$ cat src/rtl/csq_pkg.sv
package csq_pkg;
  localparam int unsigned CSQ_WIDTH_DEF = 8;
  localparam int unsigned CSQ_DEPTH_DEF = 4;
endpackage

$ cat src/rtl/csq_head_ctrl.sv
module csq_head_ctrl #(
  parameter int unsigned DEPTH = csq_pkg::CSQ_DEPTH_DEF
) (
  input  logic [DEPTH-1:0] used_i,
  input  logic             inv_valid_i,
  input  logic [DEPTH-1:0] inv_mask_i,
  input  logic             deq_ready_i,
  output logic             deq_valid_o,
  output logic [DEPTH-1:0] keep_o
);
  logic [DEPTH-1:0] kill;
  logic [DEPTH-1:0] live;

  always_comb begin
    kill        = inv_valid_i ? inv_mask_i : '0;
    live        = used_i & ~kill;
    deq_valid_o = live[0];
    keep_o      = live;
    keep_o[0]   = live[0] & ~deq_ready_i;
  end
endmodule

$ cat src/rtl/csq_compact.sv
module csq_compact #(
  parameter int unsigned WIDTH = csq_pkg::CSQ_WIDTH_DEF,
  parameter int unsigned DEPTH = csq_pkg::CSQ_DEPTH_DEF
) (
  input  logic [DEPTH-1:0]            keep_i,
  input  logic [DEPTH-1:0][WIDTH-1:0] data_i,
  input  logic                        shift_en_i,
  output logic [DEPTH-1:0]            used_o,
  output logic [DEPTH-1:0][WIDTH-1:0] data_o
);
  logic shift;
  // advance one slot only when the head is free after removal
  assign shift = shift_en_i & ~keep_i[0];

  for (genvar i = 0; i < DEPTH; i++) begin : g_slot
    if (i < DEPTH - 1) begin : g_mid
      assign used_o[i] = shift ? keep_i[i+1] : keep_i[i];
      assign data_o[i] = shift ? data_i[i+1] : data_i[i];
    end else begin : g_top
      assign used_o[i] = shift ? 1'b0 : keep_i[i];
      assign data_o[i] = data_i[i];
    end
  end
endmodule

$ cat src/rtl/csq_tail_alloc.sv
module csq_tail_alloc #(
  parameter int unsigned DEPTH = csq_pkg::CSQ_DEPTH_DEF
) (
  input  logic [DEPTH-1:0] used_i,
  input  logic             top_busy_i,
  input  logic             shift_en_i,
  input  logic             enq_valid_i,
  output logic             enq_ready_o,
  output logic [DEPTH-1:0] wr_sel_o
);
  logic [DEPTH:0]   above;
  logic [DEPTH-1:0] lower;
  logic [DEPTH-1:0] tail;

  if (DEPTH == 1) begin : g_one
    assign lower = 1'b1;
  end else begin : g_many
    assign lower = {used_i[DEPTH-2:0], 1'b1};
  end

  always_comb begin
    above[DEPTH] = 1'b0;
    for (int i = DEPTH - 1; i >= 0; i--) above[i] = above[i+1] | used_i[i];
  end

  // first free slot above the youngest occupied one
  assign tail        = ~above[DEPTH-1:0] & lower;
  // a frozen queue cannot reuse its last slot this cycle
  assign enq_ready_o = ~used_i[DEPTH-1] & (shift_en_i | ~top_busy_i);
  assign wr_sel_o    = tail & {DEPTH{enq_valid_i & enq_ready_o}};
endmodule

$ cat src/rtl/cancel_shift_queue.sv
module cancel_shift_queue #(
  parameter int unsigned WIDTH = csq_pkg::CSQ_WIDTH_DEF,
  parameter int unsigned DEPTH = csq_pkg::CSQ_DEPTH_DEF
) (
  input  logic             clk_i,
  input  logic             rst_ni,
  input  logic             enq_valid_i,
  output logic             enq_ready_o,
  input  logic [WIDTH-1:0] enq_data_i,
  output logic             deq_valid_o,
  input  logic             deq_ready_i,
  output logic [WIDTH-1:0] deq_data_o,
  input  logic             inv_valid_i,
  input  logic [DEPTH-1:0] inv_mask_i,
  input  logic             shift_en_i
);
  logic [DEPTH-1:0]            used_q;
  logic [DEPTH-1:0][WIDTH-1:0] data_q;
  logic [DEPTH-1:0]            keep;
  logic [DEPTH-1:0]            nxt_used;
  logic [DEPTH-1:0][WIDTH-1:0] nxt_data;
  logic [DEPTH-1:0]            wr_sel;

  csq_head_ctrl #(.DEPTH(DEPTH)) u_head (
    .used_i      (used_q),
    .inv_valid_i (inv_valid_i),
    .inv_mask_i  (inv_mask_i),
    .deq_ready_i (deq_ready_i),
    .deq_valid_o (deq_valid_o),
    .keep_o      (keep)
  );

  csq_compact #(.WIDTH(WIDTH), .DEPTH(DEPTH)) u_compact (
    .keep_i     (keep),
    .data_i     (data_q),
    .shift_en_i (shift_en_i),
    .used_o     (nxt_used),
    .data_o     (nxt_data)
  );

  csq_tail_alloc #(.DEPTH(DEPTH)) u_tail (
    .used_i      (nxt_used),
    .top_busy_i  (used_q[DEPTH-1]),
    .shift_en_i  (shift_en_i),
    .enq_valid_i (enq_valid_i),
    .enq_ready_o (enq_ready_o),
    .wr_sel_o    (wr_sel)
  );

  always_ff @(posedge clk_i or negedge rst_ni) begin
    if (!rst_ni) begin
      used_q <= '0;
      data_q <= '0;
    end else begin
      for (int i = 0; i < DEPTH; i++) begin
        used_q[i] <= nxt_used[i] | wr_sel[i];
        data_q[i] <= wr_sel[i] ? enq_data_i : nxt_data[i];
      end
    end
  end

  assign deq_data_o = data_q[0];
endmodule

$ cat config.mk
export PLATFORM = sky130hd
export DESIGN_NAME = cancel_shift_queue
export DESIGN_NICKNAME = d
export VERILOG_FILES = /design/src/rtl/csq_pkg.sv /design/src/rtl/csq_head_ctrl.sv /design/src/rtl/csq_compact.sv /design/src/rtl/csq_tail_alloc.sv /design/src/rtl/cancel_shift_queue.sv
export SDC_FILE = /design/constraint.sdc
export NUM_CORES = 1
export LEC_CHECK = 0
export BUFFER_PORTS_ARGS = -buffer_cell sky130_fd_sc_hd__clkbuf_2
export CAP_MARGIN = 20
export CORE_MARGIN = 2
export CORE_UTILIZATION = 45
export DETAILED_ROUTE_END_ITERATION = 7
export GPL_TIMING_DRIVEN = 0
export PLACE_DENSITY = 0.65
export SYNTH_ARGS = -nofsm -noshare
export SYNTH_HDL_FRONTEND = slang
export SYNTH_SLANG_ARGS = --single-unit
$ cat constraint.sdc
create_clock -name clk_i -period 2 [get_ports clk_i]
set_clock_uncertainty 0.1 [all_clocks]
set_input_delay 0.1 -clock clk_i [delete_from_list [all_inputs] [get_ports clk_i]]
set_output_delay 0.1 -clock clk_i [all_outputs]
set_load 0.02 [all_outputs]
==> metrics <==
status completed; Root Buffer clkbuf_8; filler instances 350; setup slack, reg-to-reg 0.12 ns; WL final 3.74 mm; CP Capture Type flip-flop; Logic pwr share 42.1%; antenna violations before repair 0; Max Clock Freq 0.533 GHz; DR iter-0 viols 42; Boundary Pins 28; Worst Tran Pin Value 0.899 ns; reg2reg path depth 6; post-synthesis mux area share 23.1%; ANT nets after route 0; most frequent cells in the layout dfrtp_1, clkbuf_2, mux2_2, nand2_1, mux2i_1; vias in the first global route 1261; worst hold path class in2reg; post-route cell area 0.00226 sq mm; most common cell after layout, fill and taps aside dfrtp_1; Slew headroom 40.1%; ANT cells 0; Final Util 56.5%; Buf/Inv on CP 1; Setup TNS Final 0 ns; crit path DAT 1.95 ns; RSZ-0062 raised after global routing no; Synth cell types 28; Post-Syn Instances 153; die area 0.00466 sq mm; Synth Area per Inst 12.2 sq um; Synth Area in XOR/XNOR 0%; post-synthesis sequential area ratio 48.4%; Die H 68.3 um; Die Wd 68.3 um; vias per cell 5.25; Finish-stage setup viols 0; pre-CTS WS 0.0177 ns; internal power 1.98 mW; Setup WS post-layout 0.124 ns; Simple-Gate Fraction of Synth Area 9.08%; Buffers on Ports 27; Adder-Cell Fraction of Synth Area 0%; Syn Std Cell Area 0.00186 sq mm; CTS Buf Count 5; router iterations before antenna repair 4; Worst VDD drop 0.000571 V; initial core utilization 46.5%; grt ovf 0; CP required 2.08 ns; CTS tree yes; pwr/cell area 1330 mW/mm^2; Worst Hold End used_q[0]$_DFF_PN0_; clock buffer depth 2; Core Rows 23; max incr delay on CP 0.36 ns; Post-synth EDFFs 0; clk_lat worst skew 0.30 ns; max-slew violations 0; clock slew seen by the registers of the worst setup and hold paths 0.07 ns; ys flop type dfrtp_1; top cell family by delay on the critical path compound AO/OA/AOI/OAI gates; period utilization 93.8%; Core Area 0.00400 sq mm; post-synthesis compound-gate area fraction 12.7%; Area after DPL 0.00206 sq mm; syn nets 171; main combinational cell family by area after synthesis multiplexers; nets 215; yosys warns 0; async set-reset flop share out of synthesis 100%; Crit Path Max Fanout 8; switching share of power 34.1%; Vias 1303; Startpoint Class flip-flop; Avg WL per Cell 15.1 um; FF+latch count, synth 36; crit-path cells a21bo_2 -> o21ai_4 -> or2_2 -> a21oi_4 -> buf_12 -> mux2_2; largest net degree at the start of global routing 37; DP HPWL 2.59 mm; global-route wire length before repair 5.98 mm; Reg-to-Reg End data_q[25]$_DFFE_PN0P_; synth-to-layout area growth 21.5%; Period minus WS final 1.88 ns; Crit Path Class reg2reg; max-cap viol count 0; RePlAce Congestion 0.724; CTS H-tree lvls 2; share of cells above drive strength 1 43.4%; Reg-to-Reg Start used_q[0]$_DFF_PN0_; Clock power frac 17.0%; Worst Hold Path Cells 3; Reg power frac 40.9%; drt drc 0; Fin. Hold Viols 0; CP max stage cell dfrtp_1; GRT Total Usage 18.1%; TritonCTS Sinks 36; sw power 1.03 mW; Min-Delay Startpoint shift_en_i; Pleak 1.07 nW
-- stage by stage --
stage                     power, mW  instances  hold WS, ns
after detailed placement       2.50        230        0.172
after global routing           3.23        248       0.0991
final                          3.01        248       0.0769
after global placement         2.43        230        0.158
after floorplan                2.18        153       -0.296
after CTS                      3.02        247       0.0780
-- registers in the layout (all words and copies together), names as in the netlist --
name / cells
data_q: 24
deq_data_o: 8
used_q: 4
-- logic make-up (layout without fill, tap and decap cells) --
kind of cell | Yosys count | count (layout)
flip-flops | 36 | 36
multiplexers | 40 | 40
buffers and inverters | 16 | 61
AND/OR/NAND/NOR | 30 | 30
AO/OA/AOI/OAI | 31 | 31
-- worst register-to-register path: stages, from the launching register on --
cell	delay, ns
dfrtp_1	0.36
a21bo_2	0.24
o21ai_4	0.08
or2_2	0.34
a21oi_4	0.18
buf_12	0.15
mux2_2	0.33
-- layout make-up --
| type | instances | area (sq um) | share of cell area [%] |
|---|---|---|---|
| Sequential cell | 36 | 901 | 39.9 |
| Multi-Input combinational cell | 101 | 840 | 37.2 |
| Timing Repair Buffer | 37 | 245 | 10.9 |
| Buffer | 13 | 113 | 4.98 |
| Clock buffer | 5 | 68.8 | 3.05 |
| Tap cell | 50 | 62.6 | 2.77 |
| Clock inverter | 3 | 18.8 | 0.831 |
| Inverter | 3 | 11.3 | 0.498 |
-- power groups by stage --
stage	combinational [mW]	clock, mW	sequential, mW
final	1.27	0.512	1.23
after global routing	1.40	0.554	1.27
after CTS	1.27	0.521	1.24
after detailed placement	1.25	0	1.25
after global placement	1.20	0	1.23
after floorplan	0.991	0	1.19
-- worst max-delay path by stage --
stage,from,to,depth (start not counted)
finish,used_q[0]$_DFF_PN0_,data_q[25]$_DFFE_PN0P_,6
global route,used_q[0]$_DFF_PN0_,deq_data_o[2]$_DFFE_PN0P_,7
CTS,used_q[0]$_DFF_PN0_,data_q[25]$_DFFE_PN0P_,6
detailed placement,used_q[0]$_DFF_PN0_,data_q[31]$_DFFE_PN0P_,6
global placement,used_q[0]$_DFF_PN0_,data_q[28]$_DFFE_PN0P_,6
floorplan,used_q[0]$_DFF_PN0_,data_q[24]$_DFFE_PN0P_,6
-- per-layer routing --
| layer | routed length [um] | vias to the layer above | global-route usage, % |
|---|---|---|---|
| met1 | 1660 | 654 | 21.5 |
| met3 | 151 | 5 | 4.93 |
| met2 | 1870 | 22 | 31.3 |
| met5 | 0 | - | 0 |
| met4 | 56 | 0 | 6.75 |
| li1 | - | 622 | - |
-- synthesized netlist by cell type, types with 2 or more instances --
master    instances  area [sq um]
mux2i_1          16           160
a21bo_2           2          20.0
buf_4             9          67.6
mux2_2           24           270
dfrtp_1          36           901
nand2b_1          2          12.5
inv_1             3          11.3
o21ai_1           3          15.0
o211ai_1          3          22.5
buf_6             4          45.0
nand2_1          19          71.3
o21ai_0          15          75.1
a21oi_4           2          32.5
-- timing repair --
| action | in CTS | in global routing |
|---|---|---|
| hold endpoints to repair | 64 | 0 |
| endpoints found under the setup margin | 0 | 18 |
| gates resized for setup | 0 | 1 |
| hold buffers | 9 | 0 |
| buffers inserted | 0 | 1 |
Note: power is estimated with default switching activity, not from simulation.
